## src/rtl/panel_cfg_pkg.sv

```systemverilog
package panel_cfg_pkg;

  typedef enum logic [2:0] {
    OP_PWR_UP   = 3'd0,
    OP_PWR_DN   = 3'd1,
    OP_CONTRAST = 3'd2,
    OP_INVERT   = 3'd3,
    OP_FLIP     = 3'd4,
    OP_INIT     = 3'd5
  } op_e;

  localparam logic [7:0] REG_CONTRAST = 8'h0B;
  localparam logic [7:0] REG_ORIENT   = 8'h06;
  localparam logic [7:0] REG_INVERT   = 8'h27;
  localparam logic [7:0] REG_DISPLAY  = 8'h04;
  localparam int         INIT_LEN     = 25;

  // Register/value pair for one step of the power-on programming list.
  function automatic logic [15:0] init_entry(input logic [4:0] i,
                                             input logic [5:0] contrast);
    case (i)
      5'd0:  init_entry = 16'h0f01;
      5'd1:  init_entry = 16'h0906;
      5'd2:  init_entry = 16'h16a6;
      5'd3:  init_entry = 16'h1e49;
      5'd4:  init_entry = 16'h1f26;
      5'd5:  init_entry = {REG_CONTRAST, 2'b00, contrast};
      5'd6:  init_entry = 16'h0c2b;
      5'd7:  init_entry = 16'h195e;
      5'd8:  init_entry = 16'h1a15;
      5'd9:  init_entry = 16'h1b15;
      5'd10: init_entry = 16'h1d01;
      5'd11: init_entry = 16'h0003;
      5'd12: init_entry = 16'h0110;
      5'd13: init_entry = 16'h020a;
      5'd14: init_entry = {REG_ORIENT, 8'h04};
      5'd15: init_entry = 16'h082e;
      5'd16: init_entry = 16'h2412;
      5'd17: init_entry = 16'h253f;
      5'd18: init_entry = 16'h260b;
      5'd19: init_entry = 16'h2700;
      5'd20: init_entry = 16'h2800;
      5'd21: init_entry = 16'h29f6;
      5'd22: init_entry = 16'h2a03;
      5'd23: init_entry = 16'h2b0a;
      default: init_entry = {REG_DISPLAY, 8'h01};
    endcase
  endfunction

  function automatic logic [31:0] make_frame(input logic [7:0] addr,
                                             input logic [7:0] val);
    make_frame = {8'h00, addr, 8'h01, val};
  endfunction

endpackage

```

## src/rtl/panel_spi_tx.sv

```systemverilog
module panel_spi_tx #(
  parameter int DIV       = 16,
  parameter int FRAME_W   = 32,
  parameter int GAP_SCLKS = 2
) (
  input  logic               clk,
  input  logic               rst_n,
  input  logic               start,
  input  logic [FRAME_W-1:0] frame,
  output logic               tx_ready,
  output logic               tx_done,
  output logic               sclk,
  output logic               mosi,
  output logic               ss
);
  localparam int CW       = $clog2(DIV);
  localparam int BW       = $clog2(FRAME_W + 1);
  localparam int GAP_CLKS = GAP_SCLKS * DIV;
  localparam int GW       = $clog2(GAP_CLKS + 1);
  localparam logic [CW-1:0] HALF_L = CW'(DIV / 2 - 1);
  localparam logic [CW-1:0] LAST_L = CW'(DIV - 1);
  localparam logic [BW-1:0] NBIT_L = BW'(FRAME_W);
  localparam logic [GW-1:0] GAP_L  = GW'(GAP_CLKS - 1);

  typedef enum logic [1:0] {T_IDLE, T_SHIFT, T_GAP} tst_e;
  tst_e               st;
  logic [CW-1:0]      cnt;
  logic [BW-1:0]      bits;
  logic [GW-1:0]      gap;
  logic [FRAME_W-1:0] shreg;

  assign tx_ready = (st == T_IDLE);
  assign tx_done  = (st == T_SHIFT) && (bits == NBIT_L) && (cnt == HALF_L);

  always_ff @(posedge clk or negedge rst_n) begin
    if (!rst_n) begin
      st    <= T_IDLE;
      cnt   <= '0;
      bits  <= '0;
      gap   <= '0;
      shreg <= '0;
      sclk  <= 1'b1;
      mosi  <= 1'b0;
      ss    <= 1'b0;
    end else begin
      case (st)
        T_IDLE: if (start) begin
          shreg <= frame;
          ss    <= 1'b1;
          cnt   <= '0;
          bits  <= '0;
          st    <= T_SHIFT;
        end
        T_SHIFT: begin
          cnt <= (cnt == LAST_L) ? '0 : cnt + 1'b1;
          if (bits != NBIT_L) begin
            if (cnt == HALF_L) begin
              sclk <= 1'b0;
              mosi <= shreg[FRAME_W-1];
            end
            if (cnt == LAST_L) begin
              sclk  <= 1'b1;
              shreg <= shreg << 1;
              bits  <= bits + 1'b1;
            end
          end else if (cnt == HALF_L) begin
            ss  <= 1'b0;
            gap <= '0;
            st  <= T_GAP;
          end
        end
        default: begin
          gap <= gap + 1'b1;
          if (gap == GAP_L) st <= T_IDLE;
        end
      endcase
    end
  end

  p_sclk_idle_r3: assert property (@(posedge clk) disable iff (!rst_n)
    !ss |-> sclk);
  p_mosi_hold_r3: assert property (@(posedge clk) disable iff (!rst_n)
    (ss && $rose(sclk)) |-> $stable(mosi));
  p_start_idle_r2: assert property (@(posedge clk) disable iff (!rst_n)
    start |-> !ss);

endmodule

```

## src/rtl/panel_seq.sv

```systemverilog
module panel_seq
  import panel_cfg_pkg::*;
#(
  parameter int         FRAME_W      = 32,
  parameter logic [5:0] DEF_CONTRAST = 6'd47
) (
  input  logic               clk,
  input  logic               rst_n,
  input  logic               req_valid,
  output logic               req_ready,
  input  logic [2:0]         req_op,
  input  logic [5:0]         req_arg,
  output logic               busy,
  output logic               supply_en,
  output logic               panel_en,
  output logic               tx_start,
  output logic [FRAME_W-1:0] tx_frame,
  input  logic               tx_ready,
  input  logic               tx_done,
  input  logic               tx_ss
);
  localparam logic [4:0] LAST_IDX = 5'(INIT_LEN - 1);

  typedef enum logic [3:0] {
    S_IDLE, S_SUP, S_PAN, S_IF, S_LOAD, S_WAIT, S_IFOFF, S_PANOFF, S_SUPOFF
  } sst_e;
  typedef enum logic [1:0] {M_ONE, M_PUP, M_PDN, M_INIT} mode_e;

  sst_e       st;
  mode_e      mode;
  logic [7:0] cmd_addr, cmd_val;
  logic [4:0] idx;
  logic       disp_on, intf_en;
  logic       accept;
  logic [15:0] ent;

  assign busy      = (st != S_IDLE);
  assign req_ready = !busy;
  assign accept    = req_valid && req_ready;
  assign tx_start  = (st == S_LOAD) && tx_ready && intf_en;
  assign ent       = init_entry(idx, DEF_CONTRAST);
  assign tx_frame  = (mode == M_INIT) ? make_frame(ent[15:8], ent[7:0])
                                      : make_frame(cmd_addr, cmd_val);

  always_ff @(posedge clk or negedge rst_n) begin
    if (!rst_n) begin
      st        <= S_IDLE;
      mode      <= M_ONE;
      cmd_addr  <= '0;
      cmd_val   <= '0;
      idx       <= '0;
      disp_on   <= 1'b0;
      intf_en   <= 1'b0;
      supply_en <= 1'b0;
      panel_en  <= 1'b0;
    end else begin
      case (st)
        S_IDLE: if (accept) begin
          case (req_op)
            OP_PWR_UP: begin
              mode <= M_PUP; cmd_addr <= REG_DISPLAY; cmd_val <= 8'h01;
              st <= S_SUP;
            end
            OP_INIT: begin
              mode <= M_INIT; idx <= '0; st <= S_SUP;
            end
            OP_PWR_DN: if (disp_on) begin
              mode <= M_PDN; cmd_addr <= REG_DISPLAY; cmd_val <= 8'h00;
              st <= S_LOAD;
            end
            OP_CONTRAST: if (disp_on) begin
              mode <= M_ONE; cmd_addr <= REG_CONTRAST; cmd_val <= {2'b00, req_arg};
              st <= S_LOAD;
            end
            OP_INVERT: if (disp_on) begin
              mode <= M_ONE; cmd_addr <= REG_INVERT;
              cmd_val <= req_arg[0] ? 8'h10 : 8'h00;
              st <= S_LOAD;
            end
            OP_FLIP: if (disp_on) begin
              mode <= M_ONE; cmd_addr <= REG_ORIENT;
              cmd_val <= req_arg[0] ? 8'h02 : 8'h04;
              st <= S_LOAD;
            end
            default: ;
          endcase
        end
        S_SUP:  begin supply_en <= 1'b1; st <= S_PAN; end
        S_PAN:  begin panel_en  <= 1'b1; st <= S_IF;  end
        S_IF:   begin intf_en   <= 1'b1; st <= S_LOAD; end
        S_LOAD: if (tx_start) st <= S_WAIT;
        S_WAIT: if (tx_done) begin
          if (mode == M_INIT && idx != LAST_IDX) begin
            idx <= idx + 5'd1;
            st  <= S_LOAD;
          end else if (mode == M_PDN) begin
            st <= S_IFOFF;
          end else begin
            disp_on <= 1'b1;
            st      <= S_IDLE;
          end
        end
        S_IFOFF:  begin intf_en  <= 1'b0; st <= S_PANOFF; end
        S_PANOFF: begin panel_en <= 1'b0; st <= S_SUPOFF; end
        default: begin
          supply_en <= 1'b0;
          disp_on   <= 1'b0;
          st        <= S_IDLE;
        end
      endcase
    end
  end

  p_panel_supply_r8: assert property (@(posedge clk) disable iff (!rst_n)
    panel_en |-> supply_en);
  p_frame_busy_r11: assert property (@(posedge clk) disable iff (!rst_n)
    tx_ss |-> (busy && supply_en && panel_en));
  p_drop_r9: assert property (@(posedge clk) disable iff (!rst_n)
    (accept && !disp_on && (req_op == OP_CONTRAST || req_op == OP_INVERT ||
     req_op == OP_FLIP)) |=> !busy);

endmodule

```

## src/rtl/panel_cfg_ctrl.sv

```systemverilog
module panel_cfg_ctrl #(
  parameter int         DIV          = 16,
  parameter int         GAP_SCLKS    = 2,
  parameter logic [5:0] DEF_CONTRAST = 6'd47
) (
  input  logic       clk,
  input  logic       rst_n,
  input  logic       req_valid,
  output logic       req_ready,
  input  logic [2:0] req_op,
  input  logic [5:0] req_arg,
  output logic       busy,
  output logic       spi_sclk,
  output logic       spi_mosi,
  output logic       spi_ss,
  output logic       supply_en,
  output logic       panel_en
);
  localparam int FRAME_W = 32;

  logic               tx_start, tx_ready, tx_done;
  logic [FRAME_W-1:0] tx_frame;

  panel_seq #(.FRAME_W(FRAME_W), .DEF_CONTRAST(DEF_CONTRAST)) u_seq (
    .clk(clk), .rst_n(rst_n),
    .req_valid(req_valid), .req_ready(req_ready),
    .req_op(req_op), .req_arg(req_arg), .busy(busy),
    .supply_en(supply_en), .panel_en(panel_en),
    .tx_start(tx_start), .tx_frame(tx_frame),
    .tx_ready(tx_ready), .tx_done(tx_done), .tx_ss(spi_ss)
  );

  panel_spi_tx #(.DIV(DIV), .FRAME_W(FRAME_W), .GAP_SCLKS(GAP_SCLKS)) u_tx (
    .clk(clk), .rst_n(rst_n),
    .start(tx_start), .frame(tx_frame),
    .tx_ready(tx_ready), .tx_done(tx_done),
    .sclk(spi_sclk), .mosi(spi_mosi), .ss(spi_ss)
  );

endmodule

```

## config.mk

```make
export PLATFORM = sky130hd
export DESIGN_NAME = panel_cfg_ctrl
export DESIGN_NICKNAME = d
export VERILOG_FILES = /design/src/rtl/panel_cfg_pkg.sv /design/src/rtl/panel_spi_tx.sv /design/src/rtl/panel_seq.sv /design/src/rtl/panel_cfg_ctrl.sv
export SDC_FILE = /design/constraint.sdc
export NUM_CORES = 1
export LEC_CHECK = 0
export BUFFER_PORTS_ARGS = -buffer_cell sky130_fd_sc_hd__buf_2
export CORE_MARGIN = 3
export CORE_UTILIZATION = 55
export CTS_BUF_LIST = sky130_fd_sc_hd__clkbuf_2
export CTS_CLUSTER_DIAMETER = 60
export DETAILED_ROUTE_END_ITERATION = 8
export PLACE_DENSITY = 0.75
export REMOVE_ABC_BUFFERS = 1
export SYNTH_ARGS = -nofsm -noshare
export SYNTH_HDL_FRONTEND = slang
export SYNTH_SLANG_ARGS = --single-unit
export TNS_END_PERCENT = 50
```

## constraint.sdc

```tcl
create_clock -name clk -period 1.9 [get_ports clk]
set_input_delay 0.19 -clock clk [delete_from_list [all_inputs] [get_ports clk]]
set_output_delay 0.19 -clock clk [all_outputs]
set_load 0.05 [all_outputs]
```

Word level (Yosys, flattened, before mapping). Memories as Yosys holds them, arrays and structs flattened. Cells that the tools add are included. W data, S select, Z words.

Bitwise operators: 2. Eq/ne operators: 40. Mux-type cells: 60. Add/sub/neg operators: 4. Reduce and logical (&&, ||, !) cells: 36.

Operator list (count): $mux W32 (3); $pmux W8 S5 (2); $mux W8 (8); $pmux W32 S2 (1); $pmux W4 S8 (1); $mux W6 (5); $mux W4 (7); $mux W5 (5); $mux W24 (1); $pmux W6 S2 (2); $eq A4 B3 Y1 const B (5); $ne A2 B2 Y1 const B (10); $pmux W4 S2 (2); $reduce_and A4 Y1 (4); $reduce_and A5 Y1 (3); $ne A2 B1 Y1 const B (7); $reduce_or A7 Y1 (2); $add A6 B1 Y6 const B (2); $mux W2 (6); $pmux W1 S2 (5); $pmux W5 S2 (1); $reduce_bool A2 Y1 (5); $reduce_and A3 Y1 (3); $eq A4 B2 Y1 const B (2); 33 further kinds (50).

Word-level logic and storage cells: 160. Output and inout bits: 7. Bits in registers: 84. Memories kept: 1. Memory bits (read-only): 448.

Memory list: (no name shown) (depth 32, width 14, rd ports 1, clocked after memory_dff 0, write ports 0, line panel_cfg_pkg.sv:21) `case (i)`.

Longest topological paths before layout.
Depth in word-level cells: 5. Gate-level depth with buffers: 9. Depth with buffers taken out: 7.

Hierarchy. A second synthesis with hierarchy kept.

Cell total of the unflattened synthesis: 495. Area, all modules: 5041.1 um^2.

Modules (own cells, without submodules): panel_spi_tx (instances 1, area an instance 2756.4 um^2, cells each 211, sequential area each 1327.5 um^2); panel_seq (instances 1, area an instance 2284.7 um^2, cells each 284, sequential area each 650.6 um^2).

Worst setup path before layout. Ideal clock, no wire load.

Kind: register to register. From: reg u_seq.st[3]. To: reg u_seq.cmd_val[4]. Path buffers: 2. Stages on the path, launching flop included: 9. Path slack: -0.765 ns. Data arrival time: 2.569 ns. Setup time: 0.095 ns. Path through: dfrtp_1 clkbuf_1 nor2_1 nand2_1 inv_1 o311ai_2 or2_2 clkbuf_1 o31ai_1.

Cells in the longest elaborated chain, start to end: 4.

Ends and longest elaborated chain: start, declared (line panel_seq.sv:29) `sst_e st;`; start signal, assigned (line panel_seq.sv:47) `st <= S_IDLE;`; start signal, assigned (line panel_seq.sv:62) `st <= S_SUP;`; start signal, assigned (line panel_seq.sv:65) `mode <= M_INIT; idx <= '0; st <= S_SUP;`; $reduce_bool A4 Y1 (line panel_seq.sv:37) `assign busy = (st != S_IDLE);`; via busy (line panel_cfg_ctrl.sv:12) `output logic busy,`; $logic_not A1 Y1 (line panel_seq.sv:38) `assign req_ready = !busy;`; via req_ready (line panel_cfg_ctrl.sv:9) `output logic req_ready,`; $logic_and A1 B1 Y1 (line panel_seq.sv:39) `assign accept = req_valid && req_ready;`; $reduce_and A7 Y1 (no source line); end signal, assigned (line panel_seq.sv:77) `cmd_val <= req_arg[0] ? 8'h10 : 8'h00;`; end signal, assigned (line panel_seq.sv:82) `cmd_val <= req_arg[0] ? 8'h02 : 8'h04;`; end, declared (line panel_seq.sv:31) `logic [7:0] cmd_addr, cmd_val;`.

The timed path passes the listed nets, and every way through them passes these cells. A chain may end at the register's enable or synchronous reset.

Worst setup path after layout.
From: reg u_tx.st[0]. To: reg u_tx.shreg[5].

Cells in the longest elaborated chain, start to end: 5.

Ends and longest elaborated chain: start, declared (line panel_spi_tx.sv:26) `tst_e st;`; start signal, assigned (line panel_spi_tx.sv:37) `st <= T_IDLE;`; start signal, assigned (line panel_spi_tx.sv:52) `st <= T_SHIFT;`; start signal, assigned (line panel_spi_tx.sv:69) `st <= T_GAP;`; $logic_not A2 Y1 (line panel_spi_tx.sv:32, panel_spi_tx.sv:46); $logic_and A1 B1 Y1 (2 in a row) (line panel_seq.sv:40) `assign tx_start = (st == S_LOAD) && tx_ready && intf_en;`; $ne A2 B2 Y1 (no source line); $reduce_and A4 Y1 (no source line); end signal, assigned (line panel_spi_tx.sv:48) `shreg <= frame;`; end signal, assigned (line panel_spi_tx.sv:63) `shreg <= shreg << 1;`; end, declared (line panel_spi_tx.sv:30) `logic [FRAME_W-1:0] shreg;`.

Parallel ways exist; a longest one is shown, timed or not.

==> metrics.md <==
| Metric | Value |
|---|---|
| Status | `finished, violations left` |
| Failing checks | `setup timing` |
| Final hold violation count | `0` |
| Die area | `8920 um2` |
| Synthesis Warnings | `0` |
| Final hold slack | `0.0553 ns` |
| FMAX | `0.481 GHz` |
| CP startpoint kind | `flip-flop` |
| Clk pin slew, worst setup/hold paths | `0.22 ns` |
| CP most frequent cell | `or4b_4` |
| # Max-Cap Violations | `0` |
| Core ar. | `7410 um2` |
| I/O pin count | `19` |
| CTS buffer count | `9` |
| Post-Syn Area per Cell | `8.89 um2` |
| Main combinational cell family by area after synthesis | `simple AND/OR/NAND/NOR gates` |
| First-pass GRT wire length | `17,500 um` |
| CTS Root Cell | `clkbuf_2` |
| Initial core utilization | `0.581` |
| 1st-pass router iterations | `5` |
| Endpoint type of the worst setup path | `flip-flop` |
| P per Cell Area | `569 nW/um2` |
| Vias in the first global route | `3,734` |
| CTS Buffer Depth | `2` |
| Total grt overflow | `0` |
| Worst-path fanout max | `8` |
| Antenna Nets Post-Route | `0` |
| Final-report max-slew violation count | `0` |
| Xor/xnor share of the synthesized area | `0.0204` |
| Synth area leaders | `dfrtp_1 (45%), nand2_1 (6.5%), nor2_1 (4.2%)` |
| Post-synthesis mux area share | `0.0192` |
| Crit path max-delay family | `simple AND/OR/NAND/NOR gates` |
| Synth async-reset ratio | `1.00` |
| Final worst slack | `-0.177 ns` |
| Die X | `94.5 um` |
| Sequential share of the synthesized area | `0.460` |
| Drt initial violations | `393` |
| Critical path's slowest cell | `or4b_4` |
| Max transition margin | `0.603` |
| Vias | `3,907` |
| Post-Synth Adder-Cell Area | `0.0407` |
| Period utilization | `1.09` |
| Total power | `2.95 mW` |
| Crit path buf inv count | `1` |
| Fin Clk Skew | `0.0214 ns` |
| Placed wire-length estimate | `7150 um` |
| CTS tree | `yes` |
| H-tree levels | `3` |
| Filler instances | `555` |
| Share of cells above drive strength 1 | `0.225` |
| Leakage power | `2.49 nW` |
| # port buffers | `18` |
| Category of the most critical setup path | `flip-flop to flip-flop` |
| Peak supply drop | `0.000579 V` |
| Synth Flop Type | `dfrtp_1` |
| Area leader, netlist | `dfrtp_1` |
| Most common cell in the netlist | `dfrtp_1` |
| Inserted Diodes | `0` |
| Complex-gate fraction of the synthesized area | `0.188` |
| Drt total wl | `10,700 um` |
| Die H | `94.5 um` |
| Area growth syn-to-layout | `20.6%` |
| Row cnt | `31` |
| Critical Path RT | `2.33 ns` |
| Slowest Stage Delay on Critical Path | `0.59 ns` |
| EDFF count, synth | `0` |
| Initial antenna violation count | `0` |
| CTS sink count | `79` |
| Netlist Area Pre-Place | `4300 um2` |
| Worst skew pair latency | `0.54 ns` |
| Fin crit period | `2.08 ns` |
| Post-Synthesis Cells | `484` |
| Total track usage | `0.251` |
| Yosys cell types | `62` |
| Drt via density | `6.09` |
| DRC violations left | `0` |
| Worst-Margin Slew | `0.596 ns` |
| Worst-path cell chain | `or4b_4 -> or4b_4 -> buf_12 -> a21oi_2 -> o22ai_1` |
| Largest net degree at the start of global routing | `36` |
| Worst EP arrival | `2.51 ns` |
| Final Setup Violations | `43` |
| Unrepaired setup endpoints after global routing | `true` |
| RD Place Congestion | `0.868` |
| DR WL/cell | `16.7 um` |
| Flops & latches, synth | `79` |
| Post-synth top cells | `dfrtp_1 (78), nand2_1 (74), nor2_1 (48)` |
| Simple-Gate Fraction of Synth Area | `0.231` |
| Synth top area share | `0.454` |
| Worst Hold Class | `primary input to flip-flop` |
| Nets | `564` |
-- flip-flops by register name, indices dropped and copies added, names as in the netlist, 2 cells and up --
signal	count
u_tx.bits	6
u_tx.cnt	4
u_seq.mode	2
u_seq.cmd_addr	5
u_seq.st	4
u_tx.gap	6
u_tx.shreg	32
u_seq.idx	5
u_seq.cmd_val	6
u_tx.st	2
-- per-layer routing --
layer | track usage | vias to the layer above | share of wire
met1 | 0.331 | 1909 | 0.43
met4 | 0.0925 | 0 | 0.025
met3 | 0.0629 | 23 | 0.050
li1 | - | 1841 | -
met2 | 0.401 | 134 | 0.49
met5 | 0 | - | 0
-- power by group --
| part | switching (mW) | internal, mW |
|---|---|---|
| Sequential | 0.0411 | 1.73 |
| Clock | 0.600 | 0.169 |
| Combinational | 0.251 | 0.160 |
-- through the flow --
| step | setup WS (ns) | util | setup TNS [ns] | instance area, um2 | instances |
|---|---|---|---|---|---|
| detailed placement | -0.403 | 0.643 | -7.91 | 4770 | 613 |
| global route | -0.221 | 0.701 | -5.47 | 5190 | 642 |
| global placement | -0.265 | 0.643 | -6.36 | 4770 | 613 |
| finish | -0.177 | 0.701 | -3.80 | 5190 | 642 |
| floorplan | -0.647 | - | -23.84 | 4180 | 453 |
| CTS | -0.108 | 0.680 | -2.44 | 5030 | 641 |
-- worst min-delay path: stages --
cell and delay (ns):
buf_2 0.11, nor2_1 0.04, a22oi_1 0.15, o31ai_1 0.08
-- cells by family (layout without fill, tap and decap cells) --
logic type,count (synthesis),after routing
adders and majority gates,14,14
buffers and inverters,45,103
muxes,8,8
DFF,79,79
xor gates and xnor gates,10,10
AOI/OAI and AO/OA,121,121
and+or+nand+nor,207,208
-- layout make-up --
type	instances	area [um2]	area share
multi-input combinational	361	2350	0.452
sequential	79	1980	0.382
timing repair buffer	73	598	0.115
tap	99	124	0.0239
inverter	14	52.6	0.0101
clock buffer	10	50.0	0.00964
clock inverter	6	37.5	0.00723
-- what timing repair did --
item | 4_1_cts | 5_1_grt
gates cloned | 0 | 1
buffers inserted | 5 | 0
endpoints found under the setup margin | 49 | 50
pin swaps | 10 | 13
hold buffers | 7 | 0
resized for setup | 22 | 34
endpoints found under the hold margin | 83 | 0
-- worst paths after layout --
| path | from | cells past startpoint | slack, ns | to |
|---|---|---|---|---|
| min | req_arg[0] | 4 | 0.06 | u_seq.cmd_val[2] |
| min reg2reg | u_tx.shreg[22] | 2 | 0.49 | u_tx.shreg[23] |
| max in group asynchronous | rst_n | 3 | 1.13 | u_tx.sclk |
| max | u_tx.st[0] | 5 | -0.18 | u_tx.shreg[5] |
| max reg2reg | u_tx.st[0] | 5 | -0.18 | u_tx.shreg[5] |
| min in group asynchronous | rst_n | 2 | 0.11 | u_tx.shreg[10] |
-- placed cells by master (no fill, tap or decap), types with 8 or more instances in the layout --
| master | instances |
|---|---|
| a21oi_1 | 27 |
| buf_2 | 16 |
| buf_4 | 41 |
| clkbuf_2 | 10 |
| dfrtp_1 | 76 |
| ha_1 | 12 |
| inv_1 | 13 |
| nand2_1 | 74 |
| nand2b_1 | 11 |
| nand3_1 | 19 |
| nor2_1 | 44 |
| nor3_1 | 11 |
| o21ai_0 | 18 |
| xor2_1 | 8 |
(Power assumes the default switching activity.)
